==> src/rtl/idp_pkg.sv <==
package idp_pkg;

    localparam int CFG_ADDR_W = 6;

    typedef enum logic [1:0] {
        ST_IDLE  = 2'd0,
        ST_MATCH = 2'd1,
        ST_CMD   = 2'd2,
        ST_FETCH = 2'd3
    } idp_state_e;

    localparam logic [7:0] CODE_UNTAG  = 8'hD0;
    localparam logic [7:0] CODE_TAG    = 8'hD1;
    localparam logic [7:0] CODE_ACT    = 8'hFF;
    localparam logic [7:0] CODE_GRESET = 8'hC0;

    typedef struct packed {
        logic                  is_read;
        logic [CFG_ADDR_W-1:0] offset;
        logic                  is_tag;
        logic                  is_untag;
        logic                  is_act;
        logic                  is_grst;
    } idp_cmd_t;

endpackage

==> src/rtl/idp_seq_gen.sv <==
module idp_seq_gen #(
    parameter int         SEQ_LEN = 255,
    parameter logic [7:0] SEED    = 8'hFF,
    parameter logic [7:0] TAPS    = 8'hCF
) (
    input  logic       clk,
    input  logic       rst_n,
    input  logic       restart,
    input  logic       advance,
    output logic [7:0] exp_byte,
    output logic       last
);
    localparam int IDX_W = $clog2(SEQ_LEN);

    logic [7:0]       exp_q;
    logic [7:0]       exp_next;
    logic [IDX_W-1:0] idx_q;

    assign exp_next[0] = TAPS[0] & exp_q[7];
    for (genvar i = 1; i < 8; i++) begin : g_tap
        assign exp_next[i] = exp_q[i-1] ^ (TAPS[i] & exp_q[7]);
    end

    always_ff @(posedge clk) begin
        if (!rst_n || restart) begin
            exp_q <= SEED;
            idx_q <= '0;
        end else if (advance) begin
            exp_q <= exp_next;
            idx_q <= idx_q + 1'b1;
        end
    end

    assign exp_byte = exp_q;
    assign last     = (idx_q == IDX_W'(SEQ_LEN - 1));
endmodule

==> src/rtl/idp_cmd_decode.sv <==
module idp_cmd_decode
    import idp_pkg::*;
(
    input  logic [7:0] cmd_byte,
    output idp_cmd_t   cmd
);
    always_comb begin
        cmd          = '0;
        cmd.is_read  = (cmd_byte[7:6] == 2'b10);
        cmd.offset   = cmd_byte[CFG_ADDR_W-1:0];
        cmd.is_tag   = (cmd_byte == CODE_TAG);
        cmd.is_untag = (cmd_byte == CODE_UNTAG);
        cmd.is_act   = (cmd_byte == CODE_ACT);
        cmd.is_grst  = (cmd_byte == CODE_GRESET);
    end
endmodule

==> src/rtl/idp_bit_shifter.sv <==
module idp_bit_shifter #(
    parameter int WORD_W = 16
) (
    input  logic              clk,
    input  logic              rst_n,
    input  logic              clear,
    input  logic              load,
    input  logic [WORD_W-1:0] load_word,
    input  logic              shift,
    output logic              bit_out
);
    localparam int CNT_W = $clog2(WORD_W + 1);

    logic [WORD_W-1:0] word_q;
    logic [CNT_W-1:0]  left_q;

    always_ff @(posedge clk) begin
        if (!rst_n || clear) begin
            word_q <= '0;
            left_q <= '0;
        end else if (load) begin
            word_q <= load_word;
            left_q <= CNT_W'(WORD_W);
        end else if (shift && left_q != '0) begin
            word_q <= {word_q[WORD_W-2:0], 1'b0};
            left_q <= left_q - 1'b1;
        end
    end

    assign bit_out = (left_q != '0) & word_q[WORD_W-1];
endmodule

==> src/rtl/idp_contention.sv <==
module idp_contention
    import idp_pkg::*;
#(
    parameter int         WORD_W  = 16,
    parameter int         SEQ_LEN = 255,
    parameter logic [7:0] SEED    = 8'hFF,
    parameter logic [7:0] TAPS    = 8'hCF
) (
    input  logic                  clk,
    input  logic                  rst_n,
    input  logic                  wr_en,
    input  logic [7:0]            wr_data,
    input  logic                  rd_en,
    output logic                  rd_bit,
    output logic                  cfg_rd,
    output logic [CFG_ADDR_W-1:0] cfg_addr,
    input  logic [WORD_W-1:0]     cfg_data,
    output logic                  active,
    output logic                  greset
);
    idp_state_e state_q, state_d;

    logic                  zero_q;
    logic                  tag_q;
    logic                  active_q;
    logic                  greset_q;
    logic [CFG_ADDR_W-1:0] addr_q;

    idp_cmd_t   cmd;
    logic [7:0] exp_byte;
    logic       seq_last;

    logic wr_live, pair_zero, byte_ok, cmd_wr, do_read, do_grst, seq_adv;

    // Writes are accepted in every state but the one-cycle fetch.
    assign wr_live   = wr_en && (state_q != ST_FETCH);
    assign pair_zero = wr_live && (wr_data == 8'h00) && zero_q;
    assign byte_ok   = (wr_data == exp_byte);
    assign cmd_wr    = wr_live && !pair_zero && (state_q == ST_CMD);
    assign do_read   = cmd_wr && cmd.is_read && !tag_q;
    assign do_grst   = cmd_wr && cmd.is_grst;
    assign seq_adv   = wr_live && !pair_zero && (state_q == ST_MATCH) && byte_ok;

    idp_cmd_decode u_dec (
        .cmd_byte (wr_data),
        .cmd      (cmd)
    );

    idp_seq_gen #(
        .SEQ_LEN (SEQ_LEN),
        .SEED    (SEED),
        .TAPS    (TAPS)
    ) u_seq (
        .clk      (clk),
        .rst_n    (rst_n),
        .restart  (pair_zero),
        .advance  (seq_adv),
        .exp_byte (exp_byte),
        .last     (seq_last)
    );

    idp_bit_shifter #(
        .WORD_W (WORD_W)
    ) u_shift (
        .clk       (clk),
        .rst_n     (rst_n),
        .clear     (do_grst),
        .load      (state_q == ST_FETCH),
        .load_word (cfg_data),
        .shift     (rd_en && (state_q != ST_FETCH)),
        .bit_out   (rd_bit)
    );

    // Next-state logic
    always_comb begin
        state_d = state_q;
        unique case (state_q)
            ST_IDLE: begin
                if (pair_zero) state_d = ST_MATCH;
            end
            ST_MATCH: begin
                if (pair_zero)                state_d = ST_MATCH;
                else if (wr_live && !byte_ok) state_d = ST_IDLE;
                else if (seq_adv && seq_last) state_d = ST_CMD;
            end
            ST_CMD: begin
                if (pair_zero)    state_d = ST_MATCH;
                else if (do_grst) state_d = ST_IDLE;
                else if (do_read) state_d = ST_FETCH;
            end
            ST_FETCH: begin
                state_d = ST_CMD;
            end
            default: state_d = ST_IDLE;
        endcase
    end

    // State register
    always_ff @(posedge clk) begin
        if (!rst_n) state_q <= ST_IDLE;
        else        state_q <= state_d;
    end

    // Output and flag registers
    always_ff @(posedge clk) begin
        if (!rst_n) begin
            zero_q   <= 1'b0;
            tag_q    <= 1'b0;
            active_q <= 1'b0;
            greset_q <= 1'b0;
            addr_q   <= '0;
        end else begin
            greset_q <= do_grst;
            if (wr_live) zero_q <= (wr_data == 8'h00);
            if (do_read) addr_q <= cmd.offset;
            if (do_grst) begin
                tag_q    <= 1'b0;
                active_q <= 1'b0;
            end else if (cmd_wr) begin
                if (cmd.is_tag)   tag_q    <= 1'b1;
                if (cmd.is_untag) tag_q    <= 1'b0;
                if (cmd.is_act)   active_q <= 1'b1;
            end
        end
    end

    assign cfg_rd   = (state_q == ST_FETCH);
    assign cfg_addr = addr_q;
    assign active   = active_q;
    assign greset   = greset_q;
endmodule

==> config.mk <==
export PLATFORM = sky130hd
export DESIGN_NAME = idp_contention
export DESIGN_NICKNAME = d
export VERILOG_FILES = /design/src/rtl/idp_pkg.sv /design/src/rtl/idp_seq_gen.sv /design/src/rtl/idp_cmd_decode.sv /design/src/rtl/idp_bit_shifter.sv /design/src/rtl/idp_contention.sv
export SDC_FILE = /design/constraint.sdc
export NUM_CORES = 1
export LEC_CHECK = 0
export ABC_AREA = 0
export BUFFER_PORTS_ARGS = -buffer_cell sky130_fd_sc_hd__buf_2
export CORE_AREA = 2 2 77 79
export CTS_BUF_LIST = sky130_fd_sc_hd__clkbuf_4 sky130_fd_sc_hd__clkbuf_8 sky130_fd_sc_hd__clkbuf_16
export CTS_CLUSTER_DIAMETER = 200
export DETAILED_ROUTE_END_ITERATION = 16
export DIE_AREA = 0 0 79 81
export PLACE_DENSITY = 0.71
export SLEW_MARGIN = 20
export SYNTH_ARGS = -nofsm -noshare
export SYNTH_HDL_FRONTEND = slang
export SYNTH_HIERARCHICAL = 1
export SYNTH_SLANG_ARGS = --single-unit
export TNS_END_PERCENT = 1
==> constraint.sdc <==
create_clock -name clk -period 2.12 [get_ports clk]
set_input_delay 0.212 -clock clk [delete_from_list [all_inputs] [get_ports clk]]
set_output_delay 0.212 -clock clk [all_outputs]
set_load 0.01 [all_outputs]
Word level (Yosys, flattened, before mapping) --
Index checks and enable logic that the tools add are counted.
Cells by class: add/subtract/negate cells 2, equal/unequal tests 14, multiplexer cells 14, bitwise gates (word level) 7, reductions and logical operators 30
Operator list (count):
- $eq A8 B8 Y1 const B | 5
- $mux W16 | 2
- $logic_and A1 B1 Y1 | 14
- $mux W2 | 7
- $mux W5 | 2
- $add A8 B1 Y8 const B | 1
- $eq A8 B8 Y1 | 1
- $logic_not A8 Y1 | 1
- $pmux W2 S4 | 1
- $eq A2 B2 Y1 const B | 3
- $reduce_bool A5 Y1 | 1
- $sub A5 B1 Y5 const B | 1
- $xor A1 B1 Y1 | 5
- $logic_not A1 Y1 | 4
- $ne A2 B2 Y1 const B | 2
- $ne A4 B2 Y1 const B | 1
- $ne A4 B3 Y1 const B | 1
- $reduce_and A2 Y1 | 2
- $reduce_bool A2 Y1 | 2
- $reduce_or A2 Y1 | 2
- $reduce_and A3 Y1 | 1
- $eq A2 B1 Y1 const B | 1
- $logic_not A2 Y1 | 1
- $logic_or A1 B1 Y1 | 2
- 3 further kinds | 4
Word-level totals: register bits 49, output and inout port bits 10, logic and storage cells 78

Logic depth before layout (Yosys ltp) --
Gate-level depths: netlist of run 1.
depth after elaboration 13, depth in mapped cells 9, gate-level depth less buffers 7

Modules after synthesis --
Netlist of run 1, hierarchy kept.
Modules (own cells, without submodules):
- idp_bit_shifter | times used 1, cells each 121, area each 1046.0 um2, seq. area each 420.4 um2
- idp_contention | times used 1, cells each 85, area each 734.5 um2, seq. area each 240.2 um2
- idp_seq_gen | times used 1, cells each 78, area each 716.9 um2, seq. area each 320.3 um2
- idp_cmd_decode | times used 1, cells each 16, area each 127.6 um2, seq. area each 0.0 um2

Worst setup path before layout of run 1 --
No wires, ideal clock.
path type input port to flip-flop, from input wr_data[3], to register u_shift.word_q[10], setup time 142 ps, arrival 2005 ps, path slack -27 ps, stages 7, buffers on the path 2, path through or4_4 nor4_1 and2_4 nand2b_1 clkbuf_1 clkbuf_1 a221oi_1
RTL lines:
- from (decl) | line idp_contention.sv:12 | input logic [7:0] wr_data,
- to (signal assigned) | line idp_bit_shifter.sv:22 | word_q <= load_word;
- to (signal assigned) | line idp_bit_shifter.sv:25 | word_q <= {word_q[WORD_W-2:0], 1'b0};
- to (decl) | line idp_bit_shifter.sv:14 | logic [WORD_W-1:0] word_q;

Final worst setup path of run 1 --
from register u_shift.left_q[0], to output rd_bit
Between the ends: cells in the longest elaborated chain, start to end 2
RTL lines:
- from (decl) | line idp_bit_shifter.sv:15 | logic [CNT_W-1:0] left_q;
- from (signal assigned) | line idp_bit_shifter.sv:23 | left_q <= CNT_W'(WORD_W);
- from (signal assigned) | line idp_bit_shifter.sv:26 | left_q <= left_q - 1'b1;
- $reduce_bool A5 Y1 | line idp_bit_shifter.sv:30 | assign bit_out = (left_q != '0) & word_q[WORD_W-1];
- $and A1 B1 Y1 | line idp_bit_shifter.sv:30
- to (decl) | line idp_contention.sv:14 | output logic rd_bit,
No other way between the ends.

==> results.md, run 1 <==
* Pwr Density at 746 nW/um^2
* # IOs at 38
* Worst Path Arrival at 1.78 ns
* Area grow syn2layout at 14.3%
* Hold path start: cfg_data[15]
* Wire per inst at 13.2 um
* Port Buffers at 37
* CTS tree: done
* Filler cell count at 546
* Maximum clock rate at 0.501 GHz
* FF+latch area at 982 um^2
* Core Util, Final at 0.529
* R2r endpoint: u_seq/idx_q[7]$_SDFFE_PP0P_
* Worst R2R Start: u_seq/exp_byte[3]$_SDFFE_PP1P_
* Hold depth at 3
* Drt pass-1 iters at 4
* Final net count at 365
* RSZ-0062 raised after global routing: no
* Total CTS buffers at 5
* Cell area after synthesis at 2630 um^2
* Via Count at 2257
* Clock Path Buffers at 2
* # diodes at 0
* Yosys cell types at 57
* Critical path capture point type: output pin
* # hold bufs at CTS at 0
* Status: finished clean
* GRT overflow at 0
* Dominant synthesized flop cell: dfxtp_1
* Post-synthesis sequential area ratio at 0.374
* Ys Warns at 6
* Root Buffer: clkbuf_8
* Clk sinks at 49
* Slew Viols, Final at 0
* WS Path Type: reg -> out
* Cells after Synth at 300
* Final WS setup at 0.124 ns
* Vias in the first global route at 2071
* Post-synth EDFFs at 0
* Die footprint at 6400 um^2
* Fin. Hold Viols at 0
* Post-route ant nets at 0
* Crit path max fanout at 6
* Leakage Power at 0.00115 uW
* GRT Total Usage at 0.180
* Synth Area per Inst at 8.75 um^2
* Gp weighted congestion at 0.788
* Hold endpoint: u_shift/word_q[15]$_SDFFE_PP0P_
* Clock latency on the worst-skew pair at 0.31 ns
* Slew headroom at 0.381
* Worst-path clk slew at 0.11 ns
* Initial Util at 0.463
* H-tree lvl count at 2
* Rows at 28
* DP Worst Slack at 0.0581 ns
* Synthesized flop and latch total at 49
* Die H at 81 um
* Critical Path Source Type: flop
* Initial DRC Count at 93
* Multi-input logic area at 1410 um^2
* Worst-Margin Slew at 0.928 ns
* Initial antenna violation count at 0
* Peak VDD IR at 0.409 mV
* Share of flip-flops with an asynchronous set or reset at 0
* Largest net degree at the start of global routing at 34
* DRC viols at 0
* R2r setup slk at 0.21 ns
* Post-synth net total at 331
* Final hold slack at 0.135 ns
* Fraction of layout instances using a drive strength above 1 at 0.266
* First-pass GRT wire length at 9320 um
* Period minus WS final at 2.00 ns
* Die width at 79 um
* Final Cycle Share at 0.941
* Max Cap Violations at 0
* Routed WL at 5410 um
* Worst Path Required at 1.91 ns
* Final-report setup violation count at 0
* Core Region at 5680 um^2
* Clock Skew at 0.0179 ns
* HPWL after detailed placement at 3850 um
* Hold Crit Class: in -> reg
* Cell count of the worst reg-to-reg path at 8
* Vias per inst at 5.50
* TNS Setup at 0 ns
-- critical path: stages (launching register included) --
cell     delay [ns]
dfxtp_1        0.33
inv_1          0.07
ha_1           0.21
or4b_4         0.52
and2_2         0.21
buf_2          0.13
-- final cells by class --
cell class              count  share of cell area
flip-flops and latches     49               0.327
clock inverters             3             0.00834
clock buffers               5              0.0229
well taps                  75              0.0313
repair buffers             56               0.113
multi-input cells         199               0.468
inverters                  23              0.0288
-- synth_stat cells, types with 5 or more instances --
cell       n  area share
o21ai_0   28       0.053
buf_4     10       0.029
xor2_1    16       0.053
nor2_1     9       0.013
inv_1     23       0.033
clkbuf_1  11       0.016
mux2i_1    7       0.027
a221oi_1  15       0.050
a31oi_1   15       0.036
dfxtp_1   49        0.37
nand2_1   24       0.034
a21oi_1   13       0.025
nand4_1    5       0.012
nand3_1   11       0.021
-- registers in the layout, indices dropped and copies added, names as in the netlist, 2 cells and up --
signal	count
state_q	2
u_shift/word_q	16
u_seq/exp_byte	8
u_seq/idx_q	8
cfg_addr	6
u_shift/left_q	5
-- power by group --
| group | switching [uW] | internal, uW |
|---|---|---|
| Clock | 338 | 241 |
| Combinational | 368 | 307 |
| Sequential | 35.8 | 950 |
-- cells in the final DEF (no fill, tap or decap), types with 4 or more instances in the layout --
cell type,netlist,routed
a21oi_1,13,13
dfxtp_1,49,48
inv_1,23,23
nand2_1,24,24
buf_2,3,37
nor4_2,2,4
o21ai_0,28,28
nor2_1,9,9
buf_4,10,18
a31oi_1,15,15
a221oi_1,15,15
xor2_1,16,16
mux2i_1,7,7
nand3_1,11,11
nand4_1,5,5
clkbuf_8,0,5
-- how the worst max path moves through the flow --
stage / startpoint / to / slack, ns / cells after the start
after floorplan: u_seq/exp_byte[3]$_SDFFE_PP1P_ / u_seq/idx_q[5]$_SDFFE_PP0P_ / 0.11 / 9
after global placement: wr_data[3] / u_seq/idx_q[5]$_SDFFE_PP0P_ / 0.11 / 9
after detailed placement: wr_data[3] / u_seq/idx_q[7]$_SDFFE_PP0P_ / 0.06 / 9
after CTS: u_seq/exp_byte[5]$_SDFFE_PP1P_ / u_seq/idx_q[7]$_SDFFE_PP0P_ / 0.08 / 8
after global routing: u_seq/exp_byte[0]$_SDFFE_PP1P_ / u_seq/idx_q[6]$_SDFFE_PP0P_ / 0.007 / 8
final: u_shift/left_q[0]$_SDFFE_PP0P_ / rd_bit / 0.12 / 5
-- per-stage QoR --
| stage | total power, uW | cell area [um^2] | cells |
|---|---|---|---|
| 3_5_place_dp | 1590 | 2870 | 399 |
| 6_report | 2240 | 3000 | 410 |
| 2_1_floorplan | 1480 | 2630 | 300 |
| 4_1_cts | 2190 | 2970 | 407 |
| 3_3_place_gp | 1590 | 2870 | 399 |
| 5_1_grt | 2380 | 3000 | 410 |
-- repair_timing --
action,in CTS,in global routing
setup buffers,0,3
resized for setup,1,2
pin swaps,0,2
endpoints found under the setup margin,1,6
-- cell families after synthesis --
logic type      Yosys count  synth area share
simple gates             89             0.223
compound gates           83             0.205
buf+inv                  52             0.101
flops                    49             0.374
xor+xnor                 17            0.0567
mux                       7            0.0267
fa+ha+maj                 3            0.0143
-- layer usage --
metal	GRT usage	share of wire
met5	0	0
met4	0.0586	0.017
met3	0.0344	0.040
met2	0.292	0.45
met1	0.242	0.49
Note: power is estimated with default switching activity, not from simulation.
==> run 2, diff against run 1 <==
- CORE_AREA: 2 2 77 79 -> 2 2 73 75
- DIE_AREA: 0 0 79 81 -> 0 0 75 77
- SYNTH_HIERARCHICAL: 1 -> not set
==> run 2 against run 1 <==
Net effect:
- via count fell by 13%
- global-route usage shrank 0.61 points
- clock skew shrank 0.0080 ns
- synthesized cell count is 12% lower
- sequential power fell by 1%
- wire length shrank 12%
- worst setup slack improved by 0.053 ns
- combinational power shrank 46%
- clock-buffer cell count is the same
==> results.md, run 2 <==
* TNS Setup at 0 ns (unchanged)
* # diodes at 0 (unchanged)
* Slew headroom at 0.685 (was 0.381)
* CTS tree: done (unchanged)
* Post-synth EDFFs at 0 (unchanged)
* Maximum clock rate at 0.515 GHz (was 0.501 GHz)
* Post-synthesis sequential area ratio at 0.424 (was 0.374)
* Slew Viols, Final at 0 (unchanged)
* Vias in the first global route at 1807 (was 2071)
* Design area at 2700 um^2 (was 3000 um^2)
* Clock latency on the worst-skew pair at 0.31 ns (about the same)
* Root Buffer: clkbuf_8 (unchanged)
* Final WS setup at 0.178 ns (was 0.124 ns)
* Filler cell count at 470 (was 546)
* RSZ-0062 raised after global routing: no (unchanged)
* Synth Area in Adders at 0.0216 (was 0.0143)
* Worst-Margin Slew at 0.467 ns (was 0.928 ns)
* Share of flip-flops with an asynchronous set or reset at 0 (unchanged)
* Period minus WS final at 1.94 ns (was 2.00 ns)
* Biggest register: u_shift.word_q (was u_shift/word_q)
* Die width at 75 um (was 79 um)
* Port Buffers at 37 (unchanged)
* Post-route ant nets at 0 (unchanged)
* Clock Path Buffers at 2 (unchanged)
* Fraction of layout instances using a drive strength above 1 at 0.207 (was 0.266)
* H-tree lvl count at 2 (unchanged)
* Vias per inst at 5.24 (was 5.50)
* Top post-synthesis cells by area: dfxtp_1 (42%), a21oi_1 (6.9%), xor2_1 (5.7%) (was dfxtp_1 (37%), o21ai_0 (5.3%), xor2_1 (5.3%))
* Hold depth at 3 (unchanged)
* Worst R2R Start: u_seq.exp_byte[2]$_SDFFE_PP1P_ (was u_seq/exp_byte[3]$_SDFFE_PP1P_)
* Hold Crit Class: in -> reg (unchanged)
* Largest net degree at the start of global routing at 22 (was 34)
* Peak VDD IR at 0.388 mV (was 0.409 mV)
* Via Count at 1961 (was 2257)
* Post-synth top cells: dfxtp_1 (49), a21oi_1 (32), nand2_1 (28) (was dfxtp_1 (49), o21ai_0 (28), nand2_1 (24))
* HPWL after detailed placement at 3440 um (was 3850 um)
* Initial DRC Count at 106 (was 93)
* # hold bufs at CTS at 0 (unchanged)
* Final net count at 335 (was 365)
* Rows at 26 (was 28)
* Simple-Gate Fraction of Synth Area at 0.218 (was 0.223)
* Leading area contributor after synthesis: dfxtp_1 (unchanged)
* Crit path max fanout at 19 (was 6)
* Worst Path Arrival at 2.19 ns (was 1.78 ns)
* Compound-gate portion of the synthesized area at 0.192 (was 0.205)
* Hold path start: cfg_data[0] (was cfg_data[15])
* Yosys cell types at 47 (was 57)
* WS Path Type: reg -> reg (was reg -> out)
* Die H at 77 um (was 81 um)
* Commonest non-fill, non-tap cells in the layout: dfxtp_1 (49), buf_2 (37), a21oi_1 (32) (was dfxtp_1 (48), buf_2 (37), o21ai_0 (28))
* Cell count of the worst reg-to-reg path at 6 (was 8)
* Die footprint at 5780 um^2 (was 6400 um^2)
* Main combinational cell family by area after synthesis: simple AND/OR/NAND/NOR gates (unchanged)
* Most instantiated library cell after synthesis: dfxtp_1 (unchanged)
* Synth Area per Inst at 8.81 um^2 (was 8.75 um^2)
* Total CTS buffers at 5 (unchanged)
* Post-synth net total at 295 (was 331)
* Drt pass-1 iters at 4 (unchanged)
* Clock Skew at 0.00988 ns (was 0.0179 ns)
* Hold endpoint: u_shift.word_q[0]$_SDFFE_PP0P_ (was u_shift/word_q[15]$_SDFFE_PP0P_)
* Synthesized flop and latch total at 49 (unchanged)
* DRC viols at 0 (unchanged)
* Leakage Power at 0.00101 uW (was 0.00115 uW)
* Cell area after synthesis at 2320 um^2 (was 2630 um^2)
* Routed WL at 4740 um (was 5410 um)
* Final Cycle Share at 0.916 (was 0.941)
* Final-report setup violation count at 0 (unchanged)
* Commonest non-fill, non-tap cell in the layout: dfxtp_1 (unchanged)
* Max Cap Violations at 0 (unchanged)
* Core Region at 4980 um^2 (was 5680 um^2)
* Wire per inst at 12.7 um (was 13.2 um)
* Fin. Hold Viols at 0 (unchanged)
* Area share of xor/xnor cells in the synthesized design at 0.0643 (was 0.0567)
* Clk sinks at 49 (unchanged)
* GRT overflow at 0 (unchanged)
* Initial Util at 0.465 (was 0.463)
* Cells after Synth at 263 (was 300)
* Dominant synthesized flop cell: dfxtp_1 (unchanged)
* Worst-path clk slew at 0.10 ns (was 0.11 ns)
* Mux cell area share after synthesis at 0.0303 (was 0.0267)
* Largest register FFs at 16 (unchanged)
* Worst Path Required at 2.37 ns (was 1.91 ns)
* GRT Total Usage at 0.174 (was 0.180)
* # IOs at 38 (unchanged)
* Critical Path Source Type: flop (unchanged)
* First-pass GRT wire length at 7920 um (was 9320 um)
* Status: finished clean (unchanged)
* Dpl cell area at 2560 um^2 (was 2870 um^2)
* R2r setup slk at 0.18 ns (was 0.21 ns)
* Ys Warns at 0 (was 6)
* Gp weighted congestion at 0.775 (was 0.788)
* Pwr Density at 746 nW/um^2 (about the same)
* Critical path capture point type: flop (was output pin)
* Area grow syn2layout at 16.6% (was 14.3%)
* DP Worst Slack at 0.119 ns (was 0.0581 ns)
* Post-synth top area share at 0.424 (was 0.374)
* R2r endpoint: u_seq.exp_byte[7]$_SDFFE_PP1P_ (was u_seq/idx_q[7]$_SDFFE_PP0P_)
* Initial antenna violation count at 0 (unchanged)
## run 2: layer usage
metal	wire, um	GRT usage
met1	2230	0.230
met5	0	0
met4	65	0.0625
met3	264	0.0552
met2	2190	0.261
## run 2: worst max-delay path by stage
stage,slack (ns),start,end
floorplan,0.35,u_shift.left_q[0]$_SDFFE_PP0P_,u_shift.left_q[3]$_SDFFE_PP0P_
global placement,0.18,u_shift.left_q[0]$_SDFFE_PP0P_,u_shift.word_q[3]$_SDFFE_PP0P_
detailed placement,0.12,u_shift.left_q[0]$_SDFFE_PP0P_,u_shift.word_q[5]$_SDFFE_PP0P_
CTS,0.09,u_shift.left_q[0]$_SDFFE_PP0P_,u_shift.word_q[5]$_SDFFE_PP0P_
global route,0.05,u_seq.exp_byte[3]$_SDFFE_PP1P_,u_seq.idx_q[5]$_SDFFE_PP0P_
finish,0.18,u_seq.exp_byte[2]$_SDFFE_PP1P_,u_seq.exp_byte[7]$_SDFFE_PP1P_
## run 2: cell families after synthesis
logic type                 Yosys count
xor gates and xnor gates            17
DFF                                 49
and+or+nand+nor                     94
buffers and inverters               22
adders and majority gates            4
muxes                                7
AOI/OAI and AO/OA                   70
## run 2: final cells by class
type                    count  area [um^2]  area share
clock buffers               5         68.8      0.0255
clock inverters             3         46.3      0.0171
inverters                   9         33.8      0.0125
multi-input cells         192         1220       0.451
flip-flops and latches     49          981       0.363
well taps                  70         87.6      0.0324
repair buffers             46          265      0.0982
## run 2: critical path: stages, from the launching register on
cell     delay, ns
dfxtp_1       0.35
xor2_1        0.20
nor4_4        0.31
nand4_2       0.32
buf_4         0.31
or3_1         0.32
nand3_1       0.09
## run 2: what timing repair did
action,CTS,global route
gates resized for setup,0,1
buffers inserted,0,1
setup endpoints to repair,0,9
## run 2: where the power goes
part / total [uW] / internal (uW) / switching (uW)
clock network: 678 / 353 / 325
registers: 972 / 949 / 22.9
logic: 366 / 158 / 208
total: 2020 / 1460 / 556
## run 2: through the flow
stage          hold slack (ns)   util  cells  total power (uW)
6_report                 0.156  0.543    374              2020
2_1_floorplan            0.348      -    263              1240
3_5_place_dp             0.446  0.515    365              1320
5_1_grt                  0.160  0.543    374              2120
4_1_cts                  0.149  0.538    373              1990
3_3_place_gp             0.439  0.515    365              1310
==> run 3, diff against run 2 <==
- CAP_MARGIN: not set -> 20
- GPL_ROUTABILITY_DRIVEN: not set -> 0
- MAX_ROUTING_LAYER: not set -> met4
==> run 3 against run 2 <==
Net effect:
- first-iteration DRC count up 15%
- power increased by 0.14%
- critical path depth did not move
- maximum frequency is essentially flat
- utilization unchanged
- via count rose by 0.41%
- critical endpoint unchanged
- largest cell class unchanged
==> results.md, run 3 (synthesis gave the netlist of run 2 again) <==
* Status: finished clean (unchanged)
* Hold Crit Class: in -> reg (unchanged)
* Critical path capture point type: flop (unchanged)
* Die width at 75 um (unchanged)
* Die H at 77 um (unchanged)
* Initial antenna violation count at 0 (unchanged)
* Hold path start: cfg_data[0] (unchanged)
* # diodes at 0 (unchanged)
* Combinational fraction of design power at 0.182 (about the same)
* H-tree lvl count at 2 (unchanged)
* RSZ-0062 raised after global routing: no (unchanged)
* NetSw at 559 uW (was 556 uW)
* First-pass GRT wire length at 7910 um (was 7920 um)
* FF+latch area at 981 um^2 (unchanged)
* Sw frac at 0.277 (was 0.276)
* Peak VDD IR at 0.387 mV (was 0.388 mV)
* WS Path Type: reg -> reg (unchanged)
* HPWL after detailed placement at 3440 um (unchanged)
* Clock Skew at 0.0100 ns (was 0.00988 ns)
* Commonest non-fill, non-tap cell in the layout: dfxtp_1 (unchanged)
* CTS tree: done (unchanged)
* CP Buf/Inv Count at 1 (unchanged)
* Via Count at 1969 (was 1961)
* Slew Viols, Final at 0 (unchanged)
* Vias in the first global route at 1810 (was 1807)
* Clock latency on the worst-skew pair at 0.31 ns (about the same)
* Maximum clock rate at 0.515 GHz (about the same)
* Worst Path Required at 2.37 ns (about the same)
* Fraction of layout instances using a drive strength above 1 at 0.207 (unchanged)
* Critical Path Source Type: flop (unchanged)
* Wire per inst at 12.7 um (about the same)
* Leakage Power at 0.00101 uW (unchanged)
* Root Buffer: clkbuf_8 (unchanged)
* Worst Setup SP: u_seq.exp_byte[2]$_SDFFE_PP1P_ (unchanged)
* Final-report setup violation count at 0 (unchanged)
* Pwr Density at 747 nW/um^2 (was 746 nW/um^2)
* DRC viols at 0 (unchanged)
* Slew headroom at 0.685 (about the same)
* Clock share of power at 0.337 (was 0.336)
* Crit-path leading delay family: simple AND/OR/NAND/NOR gates (unchanged)
* Biggest register: u_shift.word_q (unchanged)
* Largest register FFs at 16 (unchanged)
* Worst Path Arrival at 2.19 ns (about the same)
* Worst-Margin Slew at 0.466 ns (was 0.467 ns)
* Initial DRC Count at 122 (was 106)
* TNS Setup at 0 ns (unchanged)
* GRT Total Usage at 0.178 (was 0.174)
* DP Worst Slack at 0.119 ns (unchanged)
* Vias per inst at 5.26 (was 5.24)
* # hold bufs at CTS at 0 (unchanged)
* Worst-path clk slew at 0.10 ns (about the same)
* Area grow syn2layout at 16.6% (unchanged)
* Routed WL at 4760 um (was 4740 um)
* Port Buffers at 37 (unchanged)
* Final Cycle Share at 0.916 (about the same)
* Period minus WS final at 1.94 ns (about the same)
* Die footprint at 5780 um^2 (unchanged)
* Worst R2R Start: u_seq.exp_byte[2]$_SDFFE_PP1P_ (unchanged)
* Clock Path Buffers at 2 (unchanged)
* Max Cap Violations at 0 (unchanged)
* Fin. Hold Viols at 0 (unchanged)
* Power Internal at 1460 uW (about the same)
* Post-route ant nets at 0 (unchanged)
* Commonest non-fill, non-tap cells in the layout: dfxtp_1 (49), buf_2 (37), a21oi_1 (32) (unchanged)
* Multi-input logic area at 1220 um^2 (unchanged)
* Clk sinks at 49 (unchanged)
* CP max-delay cell: dfxtp_1 (unchanged)
* Pwr Total at 2020 uW (about the same)
* Drt pass-1 iters at 4 (unchanged)
* Largest net degree at the start of global routing at 22 (unchanged)
* Final net count at 335 (unchanged)
* Worst-path cell chain: xor2_1 > nor4_4 > nand4_2 > buf_4 > or3_1 > nand3_1 (unchanged)
* CP max stage delay at 0.35 ns (about the same)
* GRT overflow at 0 (unchanged)
* Part of the power in registers at 0.481 (was 0.482)
* Initial Util at 0.465 (unchanged)
* Final WS setup at 0.178 ns (about the same)
* # IOs at 38 (unchanged)
* Crit path max fanout at 19 (unchanged)
* Core Region at 4980 um^2 (unchanged)
* Rows at 26 (unchanged)
* R2r setup slk at 0.18 ns (about the same)
* Total CTS buffers at 5 (unchanged)
* Filler cell count at 470 (unchanged)
## run 3: worst reg2reg max path: cells and delay by family (launching register included)
kind | cells | cell delay, ns
xor+xnor | 1 | 0.20
buf+inv | 1 | 0.31
simple gates | 4 | 1.03
flops | 1 | 0.35
## run 3: metal layers
metal / share of wire / track usage / vias up / wire length, um
met5: 0 / - / - / 0
met4: 0.013 / 0.0625 / 0 / 64
met3: 0.056 / 0.0499 / 6 / 264
met2: 0.46 / 0.261 / 48 / 2200
met1: 0.47 / 0.234 / 897 / 2230
li1: - / - / 1018 / -
## run 3: timing repair
item	in CTS	in global routing
endpoints found under the setup margin	0	9
setup buffers	0	1
resized for setup	0	1
## run 3: power groups by stage
| stage | Clock, uW | Combinational (uW) | Sequential (uW) |
|---|---|---|---|
| floorplan | 0 | 253 | 989 |
| global placement | 0 | 321 | 993 |
| detailed placement | 0 | 331 | 994 |
| CTS | 690 | 332 | 972 |
| global route | 731 | 414 | 975 |
| finish | 680 | 367 | 972 |
## run 3: cell type report
class / count / share of cell area
multi-input cells: 192 / 0.451
flip-flops and latches: 49 / 0.363
repair buffers: 46 / 0.0982
well taps: 70 / 0.0324
clock buffers: 5 / 0.0255
clock inverters: 3 / 0.0171
inverters: 9 / 0.0125
## run 3: worst paths after layout
| kind | end | cells past startpoint |
|---|---|---|
| setup / recovery | u_seq.exp_byte[7]$_SDFFE_PP1P_ | 6 |
| hold / removal | u_shift.word_q[0]$_SDFFE_PP0P_ | 3 |
| setup reg to reg | u_seq.exp_byte[7]$_SDFFE_PP1P_ | 6 |
| hold reg to reg | u_shift.word_q[2]$_SDFFE_PP0P_ | 2 |
## run 3: through the flow
step | utilization | instances | hold slack, ns | area (um^2)
4_1_cts | 0.538 | 373 | 0.149 | 2680
5_1_grt | 0.543 | 374 | 0.160 | 2700
3_3_place_gp | 0.515 | 365 | 0.439 | 2560
6_report | 0.543 | 374 | 0.154 | 2700
3_5_place_dp | 0.515 | 365 | 0.446 | 2560
2_1_floorplan | - | 263 | 0.348 | 2320
